## src/rtl/spi_poll_pkg.sv

```systemverilog
package spi_poll_pkg;

  localparam int SP_DW    = 8;
  localparam int SP_CLKW  = 3;
  localparam int SP_TOW   = 4;
  localparam int SP_IDXW  = $clog2(SP_DW);
  localparam int SP_CNTW  = 5 + (1 << SP_CLKW);
  localparam int SP_NEVT  = 3;
  localparam int SP_REGW  = 32;
  localparam int SP_ADRW  = 2;

  // software-visible field positions
  localparam int F_CMD_LSB = 0;
  localparam int F_TMO_LSB = 16;
  localparam int F_IDX_LSB = 24;
  localparam int F_POL_BIT = 30;
  localparam int F_GO_BIT  = 31;

  // status bit positions
  localparam int EV_DONE = 0;
  localparam int EV_OK   = 1;
  localparam int EV_TMO  = 2;

  localparam logic [SP_ADRW-1:0] A_POLL = 2'd0;
  localparam logic [SP_ADRW-1:0] A_MASK = 2'd1;
  localparam logic [SP_ADRW-1:0] A_STAT = 2'd2;

  typedef enum logic [1:0] {PS_IDLE, PS_CMD, PS_RSP, PS_EVAL} poll_state_e;

  typedef struct packed {
    logic               pol;
    logic [SP_IDXW-1:0] idx;
    logic [SP_TOW-1:0]  tmo;
    logic [SP_DW-1:0]   cmd;
  } poll_cfg_t;

  function automatic logic [SP_CNTW-1:0] tries_budget(input logic [SP_CLKW-1:0] ck,
                                                      input logic [SP_TOW-1:0] tmo);
    return (SP_CNTW'(31) << ck) + SP_CNTW'(tmo);
  endfunction

  function automatic logic bit_hit(input logic [SP_DW-1:0] rx,
                                   input logic [SP_IDXW-1:0] idx,
                                   input logic pol);
    return rx[idx] == pol;
  endfunction

  function automatic poll_cfg_t unpack_cfg(input logic [SP_REGW-1:0] w);
    poll_cfg_t c;
    c.cmd = w[F_CMD_LSB +: SP_DW];
    c.tmo = w[F_TMO_LSB +: SP_TOW];
    c.idx = w[F_IDX_LSB +: SP_IDXW];
    c.pol = w[F_POL_BIT];
    return c;
  endfunction

  function automatic logic [SP_REGW-1:0] pack_cfg(input poll_cfg_t c, input logic busy);
    logic [SP_REGW-1:0] w;
    w = '0;
    w[F_CMD_LSB +: SP_DW]   = c.cmd;
    w[F_TMO_LSB +: SP_TOW]  = c.tmo;
    w[F_IDX_LSB +: SP_IDXW] = c.idx;
    w[F_POL_BIT]            = c.pol;
    w[F_GO_BIT]             = busy;
    return w;
  endfunction

endpackage

```

## src/rtl/poll_seq.sv

```systemverilog
module poll_seq
  import spi_poll_pkg::*;
(
  input  logic               clk,
  input  logic               rst_n,
  input  logic               load,
  input  logic               go,
  input  poll_cfg_t          cfg_in,
  input  logic [SP_CLKW-1:0] clk_sel,
  input  logic               byte_ack,
  input  logic [SP_DW-1:0]   byte_rx,
  output poll_cfg_t          cfg,
  output logic               busy,
  output logic               spi_cs,
  output logic               byte_req,
  output logic [SP_DW-1:0]   byte_tx,
  output logic               ev_done,
  output logic               ev_ok,
  output logic               ev_tmo
);

  poll_state_e        state_q;
  poll_cfg_t          cfg_q;
  logic [SP_CNTW-1:0] left_q;
  logic [SP_DW-1:0]   rx_q;
  logic               hit;
  logic               last_try;

  // checker-only bookkeeping: budget and tries taken since start
  logic [SP_CNTW-1:0] budget_q;
  logic [SP_CNTW-1:0] taken_q;

  assign hit      = bit_hit(rx_q, cfg_q.idx, cfg_q.pol);
  assign last_try = (left_q == SP_CNTW'(1));

  always_ff @(posedge clk or negedge rst_n) begin
    if (!rst_n) begin
      state_q <= PS_IDLE;
      cfg_q   <= '0;
      left_q  <= '0;
      rx_q    <= '0;
    end else begin
      unique case (state_q)
        PS_IDLE: begin
          if (load) cfg_q <= cfg_in;
          if (go) begin
            left_q  <= tries_budget(clk_sel, cfg_in.tmo);
            state_q <= PS_CMD;
          end
        end
        PS_CMD: if (byte_ack) state_q <= PS_RSP;
        PS_RSP: if (byte_ack) begin
          rx_q    <= byte_rx;
          state_q <= PS_EVAL;
        end
        PS_EVAL: begin
          if (hit || last_try) state_q <= PS_IDLE;
          else begin
            left_q  <= left_q - SP_CNTW'(1);
            state_q <= PS_CMD;
          end
        end
        default: state_q <= PS_IDLE;
      endcase
    end
  end

  always_ff @(posedge clk or negedge rst_n) begin
    if (!rst_n) begin
      budget_q <= '0;
      taken_q  <= '0;
    end else if (go && state_q == PS_IDLE) begin
      budget_q <= tries_budget(clk_sel, cfg_in.tmo);
      taken_q  <= '0;
    end else if (ev_done) begin
      taken_q  <= taken_q + SP_CNTW'(1);
    end
  end

  assign cfg      = cfg_q;
  assign busy     = (state_q != PS_IDLE);
  assign spi_cs   = (state_q == PS_CMD) || (state_q == PS_RSP);
  assign byte_req = spi_cs;
  assign byte_tx  = (state_q == PS_CMD) ? cfg_q.cmd : '0;
  assign ev_done  = (state_q == PS_EVAL);
  assign ev_ok    = ev_done && hit;
  assign ev_tmo   = ev_done && !hit && last_try;

  // select drops only right after the response byte was acknowledged
  assert_cs_after_rsp_R3: assert property (@(posedge clk) disable iff (!rst_n)
    $fell(spi_cs) |-> $past(byte_ack));

  // a byte request is never issued with the device deselected
  assert_req_in_cs_R3: assert property (@(posedge clk) disable iff (!rst_n)
    byte_req |-> spi_cs);

  // timeout only after exactly the budgeted number of tries
  assert_budget_used_R4: assert property (@(posedge clk) disable iff (!rst_n)
    ev_tmo |-> (taken_q + SP_CNTW'(1) == budget_q));

  // success or timeout ends polling on the next cycle
  assert_stop_on_result_R5: assert property (@(posedge clk) disable iff (!rst_n)
    (ev_ok || ev_tmo) |=> !busy);

  // success and timeout never both fire
  assert_one_result_R5: assert property (@(posedge clk) disable iff (!rst_n)
    !(ev_ok && ev_tmo));

endmodule

```

## src/rtl/poll_irq.sv

```systemverilog
module poll_irq
  import spi_poll_pkg::*;
(
  input  logic               clk,
  input  logic               rst_n,
  input  logic [SP_NEVT-1:0] ev,
  input  logic               mask_wr,
  input  logic               clr_wr,
  input  logic [SP_NEVT-1:0] wbits,
  output logic [SP_NEVT-1:0] status,
  output logic [SP_NEVT-1:0] mask,
  output logic               irq
);

  logic [SP_NEVT-1:0] stat_q, mask_q, clr_bits, stat_nx, rise;
  logic               irq_q;

  assign clr_bits = clr_wr ? wbits : '0;
  // an event in the same cycle as its clear keeps the bit set
  assign stat_nx  = (stat_q & ~clr_bits) | ev;
  assign rise     = stat_nx & ~stat_q & ~mask_q;

  always_ff @(posedge clk or negedge rst_n) begin
    if (!rst_n) begin
      stat_q <= '0;
      mask_q <= '0;
      irq_q  <= 1'b0;
    end else begin
      stat_q <= stat_nx;
      irq_q  <= |rise;
      if (mask_wr) mask_q <= wbits;
    end
  end

  assign status = stat_q;
  assign mask   = mask_q;
  assign irq    = irq_q;

  // every event is visible in status on the following cycle
  assert_event_sticks_R8: assert property (@(posedge clk) disable iff (!rst_n)
    (ev != '0) |=> ((status & $past(ev)) == $past(ev)));

  // the interrupt is a single-cycle pulse
  assert_irq_pulse_R10: assert property (@(posedge clk) disable iff (!rst_n)
    irq |=> !irq);

  // a pulse needs a newly set bit that was unmasked
  assert_irq_unmasked_R9: assert property (@(posedge clk) disable iff (!rst_n)
    irq |-> ((status & ~$past(status) & ~$past(mask)) != '0));

  // without a clear or event a status bit holds
  assert_status_hold_R7: assert property (@(posedge clk) disable iff (!rst_n)
    (!clr_wr && ev == '0) |=> $stable(status));

endmodule

```

## src/rtl/spi_autopoll.sv

```systemverilog
module spi_autopoll
  import spi_poll_pkg::*;
(
  input  logic               clk,
  input  logic               rst_n,
  input  logic [SP_CLKW-1:0] clk_sel,
  input  logic               wr_en,
  input  logic [SP_ADRW-1:0] wr_addr,
  input  logic [SP_REGW-1:0] wr_data,
  input  logic [SP_ADRW-1:0] rd_addr,
  output logic [SP_REGW-1:0] rd_data,
  output logic               spi_cs,
  output logic               byte_req,
  output logic [SP_DW-1:0]   byte_tx,
  input  logic               byte_ack,
  input  logic [SP_DW-1:0]   byte_rx,
  output logic               irq
);

  poll_cfg_t          cfg;
  logic               busy;
  logic               wr_poll, load, go;
  logic               ev_done, ev_ok, ev_tmo;
  logic [SP_NEVT-1:0] ev, status, mask;
  logic               unused_wbits;

  assign wr_poll = wr_en && (wr_addr == A_POLL);
  assign load    = wr_poll && !busy;
  assign go      = load && wr_data[F_GO_BIT];

  assign unused_wbits = ^{wr_data[29:27], wr_data[23:20], wr_data[15:8]};

  poll_seq u_seq (
    .clk      (clk),
    .rst_n    (rst_n),
    .load     (load),
    .go       (go),
    .cfg_in   (unpack_cfg(wr_data)),
    .clk_sel  (clk_sel),
    .byte_ack (byte_ack),
    .byte_rx  (byte_rx),
    .cfg      (cfg),
    .busy     (busy),
    .spi_cs   (spi_cs),
    .byte_req (byte_req),
    .byte_tx  (byte_tx),
    .ev_done  (ev_done),
    .ev_ok    (ev_ok),
    .ev_tmo   (ev_tmo)
  );

  always_comb begin
    ev          = '0;
    ev[EV_DONE] = ev_done;
    ev[EV_OK]   = ev_ok;
    ev[EV_TMO]  = ev_tmo;
  end

  poll_irq u_irq (
    .clk     (clk),
    .rst_n   (rst_n),
    .ev      (ev),
    .mask_wr (wr_en && (wr_addr == A_MASK)),
    .clr_wr  (wr_en && (wr_addr == A_STAT)),
    .wbits   (wr_data[SP_NEVT-1:0]),
    .status  (status),
    .mask    (mask),
    .irq     (irq)
  );

  always_comb begin
    unique case (rd_addr)
      A_POLL:  rd_data = pack_cfg(cfg, busy);
      A_MASK:  rd_data = SP_REGW'(mask);
      A_STAT:  rd_data = SP_REGW'(status);
      default: rd_data = '0;
    endcase
  end

  // a poll-register write during a run leaves the fields alone
  assert_busy_write_ignored_R11: assert property (@(posedge clk) disable iff (!rst_n)
    (wr_poll && busy) |=> $stable(cfg));

  // a start request while idle makes the block busy
  assert_start_busy_R2: assert property (@(posedge clk) disable iff (!rst_n)
    go |=> busy);

endmodule

```

## config.mk

```make
export PLATFORM = sky130hd
export DESIGN_NAME = spi_autopoll
export DESIGN_NICKNAME = d
export VERILOG_FILES = /design/src/rtl/spi_poll_pkg.sv /design/src/rtl/poll_seq.sv /design/src/rtl/poll_irq.sv /design/src/rtl/spi_autopoll.sv
export SDC_FILE = /design/constraint.sdc
export NUM_CORES = 1
export LEC_CHECK = 0
export ABC_AREA = 1
export BUFFER_PORTS_ARGS = -buffer_cell sky130_fd_sc_hd__buf_2
export CORE_MARGIN = 5
export CORE_UTILIZATION = 56
export DETAILED_ROUTE_END_ITERATION = 10
export GPL_TIMING_DRIVEN = 0
export PLACE_DENSITY = 0.87
export SLEW_MARGIN = 30
export SYNTH_ARGS = -nofsm -noshare
export SYNTH_HDL_FRONTEND = slang
export SYNTH_SLANG_ARGS = --single-unit
```

## constraint.sdc

```tcl
create_clock -name clk -period 4.9 [get_ports clk]
set_input_delay 0.98 -clock clk [delete_from_list [all_inputs] [get_ports clk]]
set_output_delay 0.98 -clock clk [all_outputs]
set_load 0.02 [all_outputs]
```

Word-level counts from Yosys, hierarchy flattened
Cells that the tools add are included.
{ "classes": {"n_addsub": 2, "order_cmp": 1, "eq_ne": 13, "n_shift": 1, "n_mux": 13, "bitwise": 7, "reduce_logical": 22} }
{ "op_table": {"columns": ["cell", "n"], "rows": [
  ["$pmux W32 S3", 1],
  ["$mux W13", 2],
  ["$pmux W13 S2", 1],
  ["$add A13 B4 Y13", 1],
  ["$eq A13 B1 Y1 const B", 1],
  ["$shl A5 B3 Y13 const A", 1],
  ["$sub A13 B1 Y13 const B", 1],
  ["$and A3 B3 Y3", 3],
  ["$not A3 Y3", 3],
  ["$eq A2 B2 Y1 const B", 4],
  ["$logic_and A1 B1 Y1", 8],
  ["$mux W8", 1],
  ["$ne A2 B2 Y1 const B", 4],
  ["$pmux W2 S4", 1],
  ["$eq A2 B1 Y1 const B", 3],
  ["$logic_not A2 Y1", 3],
  ["$mux W2", 3],
  ["$reduce_and A3 Y1", 2],
  ["$lt A3 B4 Y1 const B", 1],
  ["$reduce_and A2 Y1", 2],
  ["$reduce_bool A2 Y1", 2],
  ["$bmux W1 S3", 1],
  ["$mux W3", 1],
  ["$or A3 B3 Y3", 1],
  ["other kinds (5)", 8]
]} }
{ "totals": {"register_bits": 46, "input_bits": 51, "out_inout_bits": 43, "word_cells": 69} }

Depth between registers and ports, before layout
{ "depth": {"word_depth": 10, "mapped_depth": 16, "ltp_nobuf": 15} }

Hierarchy
From an unflattened synthesis, not the netlist that was laid out.
{ "unflattened": {"cells_unflattened": 432, "hier_area_um2": 3209.3} }
{ "modules_own_cells": {"columns": ["mod", "instances", "cells_each", "area_each_um2", "seq_area_each_um2"], "rows": [
  ["poll_seq", 1, 332, 2580.0, 975.9],
  ["spi_autopoll", 1, 72, 352.8, 0.0],
  ["poll_irq", 1, 28, 276.5, 175.2]
]} }

Least setup slack after synthesis
Ideal clock, no wire load.
{ "synth_timing": {"path_type": "input to register", "startpoint": "input port clk_sel[2]", "endpoint": "register u_seq.left_q[6]", "setup_ps": 65, "arrival_time_ps": 2845, "t_required_ps": 4835, "setup_slack_ps": 1990, "cell_stages": 16, "n_path_buf": 1, "cell_sequence": "buf_2 nor2_1 inv_1 nor2_1 ha_1 inv_1 fa_1 inv_1 nand3_1 nand2_1 inv_1 o21ai_0 nand2_1 o21ai_1 nand3_1 nand2_1"} }
{ "synth_via": {"elab_chain_len": 4} }
{ "synth_lines": {"columns": ["item", "line", "source"], "rows": [
  ["start: declaration", "spi_autopoll.sv:6", "input logic [SP_CLKW-1:0] clk_sel,"],
  ["$shl A5 B3 Y13", "spi_poll_pkg.sv:39", "return (SP_CNTW'(31) << ck) + SP_CNTW'(tmo);"],
  ["$add A13 B4 Y13", "spi_poll_pkg.sv:39", null],
  ["$mux W13", "poll_seq.sv:46", "if (go) begin"],
  ["$pmux W13 S2", "poll_seq.sv:43", "unique case (state_q)"],
  ["end signal: assignment", "poll_seq.sv:47", "left_q <= tries_budget(clk_sel, cfg_in.tmo);"],
  ["end signal: assignment", "poll_seq.sv:59", "left_q <= left_q - SP_CNTW'(1);"],
  ["end: declaration", "poll_seq.sv:24", "logic [SP_CNTW-1:0] left_q;"]
]} }
No other way between the ends. The select of a mux whose other input is x is not followed.
A chain may end at the register's enable or synchronous reset.

Worst setup path after layout
{ "layout_timing": {"startpoint": "input port rd_addr[0]", "endpoint": "output port rd_data[31]"} }
{ "layout_via": {"elab_chain_len": 2, "word_cells_on_any_way": 4, "classes_between": "eq/ne: 2; mux: 1; reduce/logical: 1"} }
{ "layout_lines": {"columns": ["item", "line", "source"], "rows": [
  ["start: declaration", "spi_autopoll.sv:10", "input logic [SP_ADRW-1:0] rd_addr,"],
  ["$eq A2 B2 Y1 (tied with other cells)", "spi_autopoll.sv:72", "unique case (rd_addr)"],
  ["$pmux W32 S3 (*)", "spi_autopoll.sv:72", null],
  ["end: declaration", "spi_autopoll.sv:11", "output logic [SP_REGW-1:0] rd_data,"]
]} }
Mark *: on every way between the ends. The rest lies on a longest branch, timed or not.

==> impl_metrics.csv <==
group,metric,value,unit
timing,setup_ws,1800,ps
final_layout,ff_latch_area,1150,um^2
clock_tree,clkSlewWorstSetupHoldPaths,80,ps
power,p_clk_share,11.7,%
synth,yosys.area.top_type,"dfrtp_1",
synth,syn_area,3000,um^2
floorplan,io_pins,94,
final_layout,drive_above_1_share,21.6,%
clock_tree,clkLatencyLatePin,300,ps
routing,wl_per_cell,12.9,um
power,power.share.switching,47.0,%
timing,hold_viol_final,0,
outcome,status,"complete, no violations",
routing,finalWirelength,7330,um
synth,synth-seq-area-share,38.3,%
timing,max_slew_margin,60.4,%
grt,track_usage,22.2,%
worst_setup_path,startpoint_type,"primary input",
final_layout,multi_input_area,1510,um^2
timing,worst_slew_pin_slew,595,ps
placed_design,dp_cells,563,
clock_tree,numCtsBuffers,5,
synth,synth.top_cell.area_share,38.3,%
placed_design,place_congestion,0.914,
worst_setup_path,crit_path_max_incr_delay,270,ps
final_layout,area_growth,17.8,%
final_layout,n_fill_cell,433,
final_layout,diodes,0,
timing,period_needed,3100,ps
routing,via_count,2870,
floorplan,die_w,83.2,um
timing,setup_viol,0,
routing,drtIter0Drc,156,
timing,slew_violations,0,
timing,finClkSkew,4.78,ps
routing,ant_nets,0,
grt,overflow,0,
power,combPwrFrac,53.6,%
worst_setup_path,end_kind,"primary output",
final_layout,final_cells,570,
clock_tree,htreeDepth,2,
worst_setup_path,crit_type,"in2out",
clock_tree,cts_setup_buffers,0,
power,power_switching,0.910,mW
synth,avgSynthCellArea,7.20,um^2
placed_design,place_area,3450,um^2
power,power_frac_seq,34.7,%
floorplan,rows,26,
routing,viasPerCell,5.04,
timing,max_freq,323,MHz
placed_design,dp_hpwl,5790,um
synth,ys_warn_count,0,
clock_tree,cts-root-buf,"clkbuf_8",
grt,antenna_found_initial,0,
floorplan,coreArea,5170,um^2
power,intPower,1.02,mW
synth,synth-seq-cells,46,
synth,yosys-top-cells-area,"dfrtp_1 38%, nand2_1 14%, nand3_1 7.3%",
power,vdd_drop_max,0.292,mV
floorplan,die_h,83.2,um
timing,hold_slack,502,ps
final_layout,design_area,3530,um^2
grt,grt_max_degree,47,
flow_run,cap_viol_max_count,0,
clock_tree,tritoncts,"done",
placed_design,place_ws,1540,ps
synth,async_flop_share,100,%
clock_tree,clockBufferDepth,2,
clock_tree,holdBufCountCts,0,
worst_setup_path,crit_arrival,2120,ps
routing,first_pass_iters,4,
power,power_leakage,2.04,nW
floorplan,start_util,58.0,%
timing,fin_tns_setup,0,ps
placed_design,portBuffers,62,
synth,yosysMostFrequentCell,"nand2_1",
synth,synth_cell_types,33,
worst_setup_path,slowest_stage,"clkbuf_1",
worst_setup_path,critPathMaxFanout,10,
timing,rsz0062_at_grt,"no",
floorplan,dieArea,6920,um^2
clock_tree,cts_resized,0,
synth,synth_common_cells,"108 x nand2_1, 54 x inv_1, 47 x nor2_1",
timing,period_share,63.2,%
worst_setup_path,required,3920,ps
routing,drc,0,
worst_hold_path,hp-class,"reg2reg",
synth,netlist_instances,417,
power,power_density,547,nW/um^2
final_layout,final_nets,562,
synth,synth_edf_count,0,
grt,grt_pass1_wl,12800,um
worst_setup_path,crit_path_cell_trace,"buf_2, nor2_1, inv_1, clkbuf_1, nor2_1, buf_2",
synth,synthFlopType,"dfrtp_1",
grt,first_global_vias,2837,
clock_tree,clock_sinks,46,
[flip-flops by register name (all words and copies together), names as in the netlist]
| name | cells |
|---|---|
| u_seq.rx_q | 8 |
| u_seq.left_q | 13 |
| u_irq.mask | 3 |
| u_seq.state_q | 2 |
| u_irq.status | 3 |
| u_irq.irq | 1 |
| u_seq.cfg | 16 |
[cell families (layout without fill, tap and decap cells)]
logic type                 Yosys count  in the layout  synth area share [%]
AOI/OAI and AO/OA                   50             50                  8.80
xor gates and xnor gates             6              6                  1.75
adders and majority gates           11             11                  4.84
buffers and inverters               84            153                  13.0
DFF                                 46             46                  38.3
muxes                                9              9                  3.33
other                                1             15                 0.125
and+or+nand+nor                    210            210                  29.8
[power by group through the flow]
stage,clock [mW],sequential (mW),combinational [mW]
floorplan,0,0.645,0.783
global placement,0,0.666,0.998
detailed placement,0,0.675,1.03
CTS,0.228,0.669,1.04
global route,0.248,0.696,1.17
finish,0.226,0.672,1.04
[cell type report]
class / count / area share, %
clock buffer: 6 / 2.05
tap: 70 / 2.48
buffer: 28 / 5.06
multi-input combinational: 301 / 42.8
timing repair buffer: 62 / 8.85
clock inverter: 1 / 0.212
sequential: 46 / 32.6
inverter: 56 / 5.95
[cell usage in the layout (no fill, tap or decap), types with 2 or more instances in the layout]
cell type,Yosys,routed
o21ai_1,2,2
buf_2,2,63
inv_1,54,54
clkbuf_1,8,9
nor2_2,3,3
conb_1,1,15
nand2_1,108,108
o21ai_0,24,24
xor2_1,3,3
xnor2_1,3,3
nand3_1,44,44
buf_4,17,18
inv_2,2,2
nor2_1,47,47
nand2_4,2,2
dfrtp_1,46,46
clkbuf_8,0,5
ha_1,10,10
a21oi_1,19,19
mux2_2,8,8
[layer usage]
metal	part of all wire, %	track usage, %
met5	0	0
met1	44	27.3
met3	4.9	4.55
met2	49	38.6
met4	1.6	7.43
[worst max-delay path, delay by kind of cell]
| family | cells | cell delay (ps) |
|---|---|---|
| and+or+nand+nor | 2 | 390 |
| buffers and inverters | 4 | 740 |
[stage by stage]
step,util [%],total power [mW]
after global routing,68.3,2.11
after floorplan,-,1.43
after detailed placement,66.8,1.71
final,68.3,1.93
after CTS,68.3,1.93
after global placement,66.7,1.66
[worst paths after layout]
| path | start | end | slack [ps] | cells past startpoint |
|---|---|---|---|---|
| min | u_seq.cfg[9] | u_seq.cfg[9] | 500 | 2 |
| max reg2reg | u_seq.state_q[0] | u_seq.left_q[6] | 2770 | 7 |
| min in group asynchronous | rst_n | u_seq.cfg[8] | 670 | 1 |
| max in group asynchronous | rst_n | u_seq.left_q[10] | 3820 | 1 |
| min reg2reg | u_seq.cfg[9] | u_seq.cfg[9] | 500 | 2 |
| max | rd_addr[0] | rd_data[31] | 1800 | 6 |
Power figures use the tool's default switching activity.
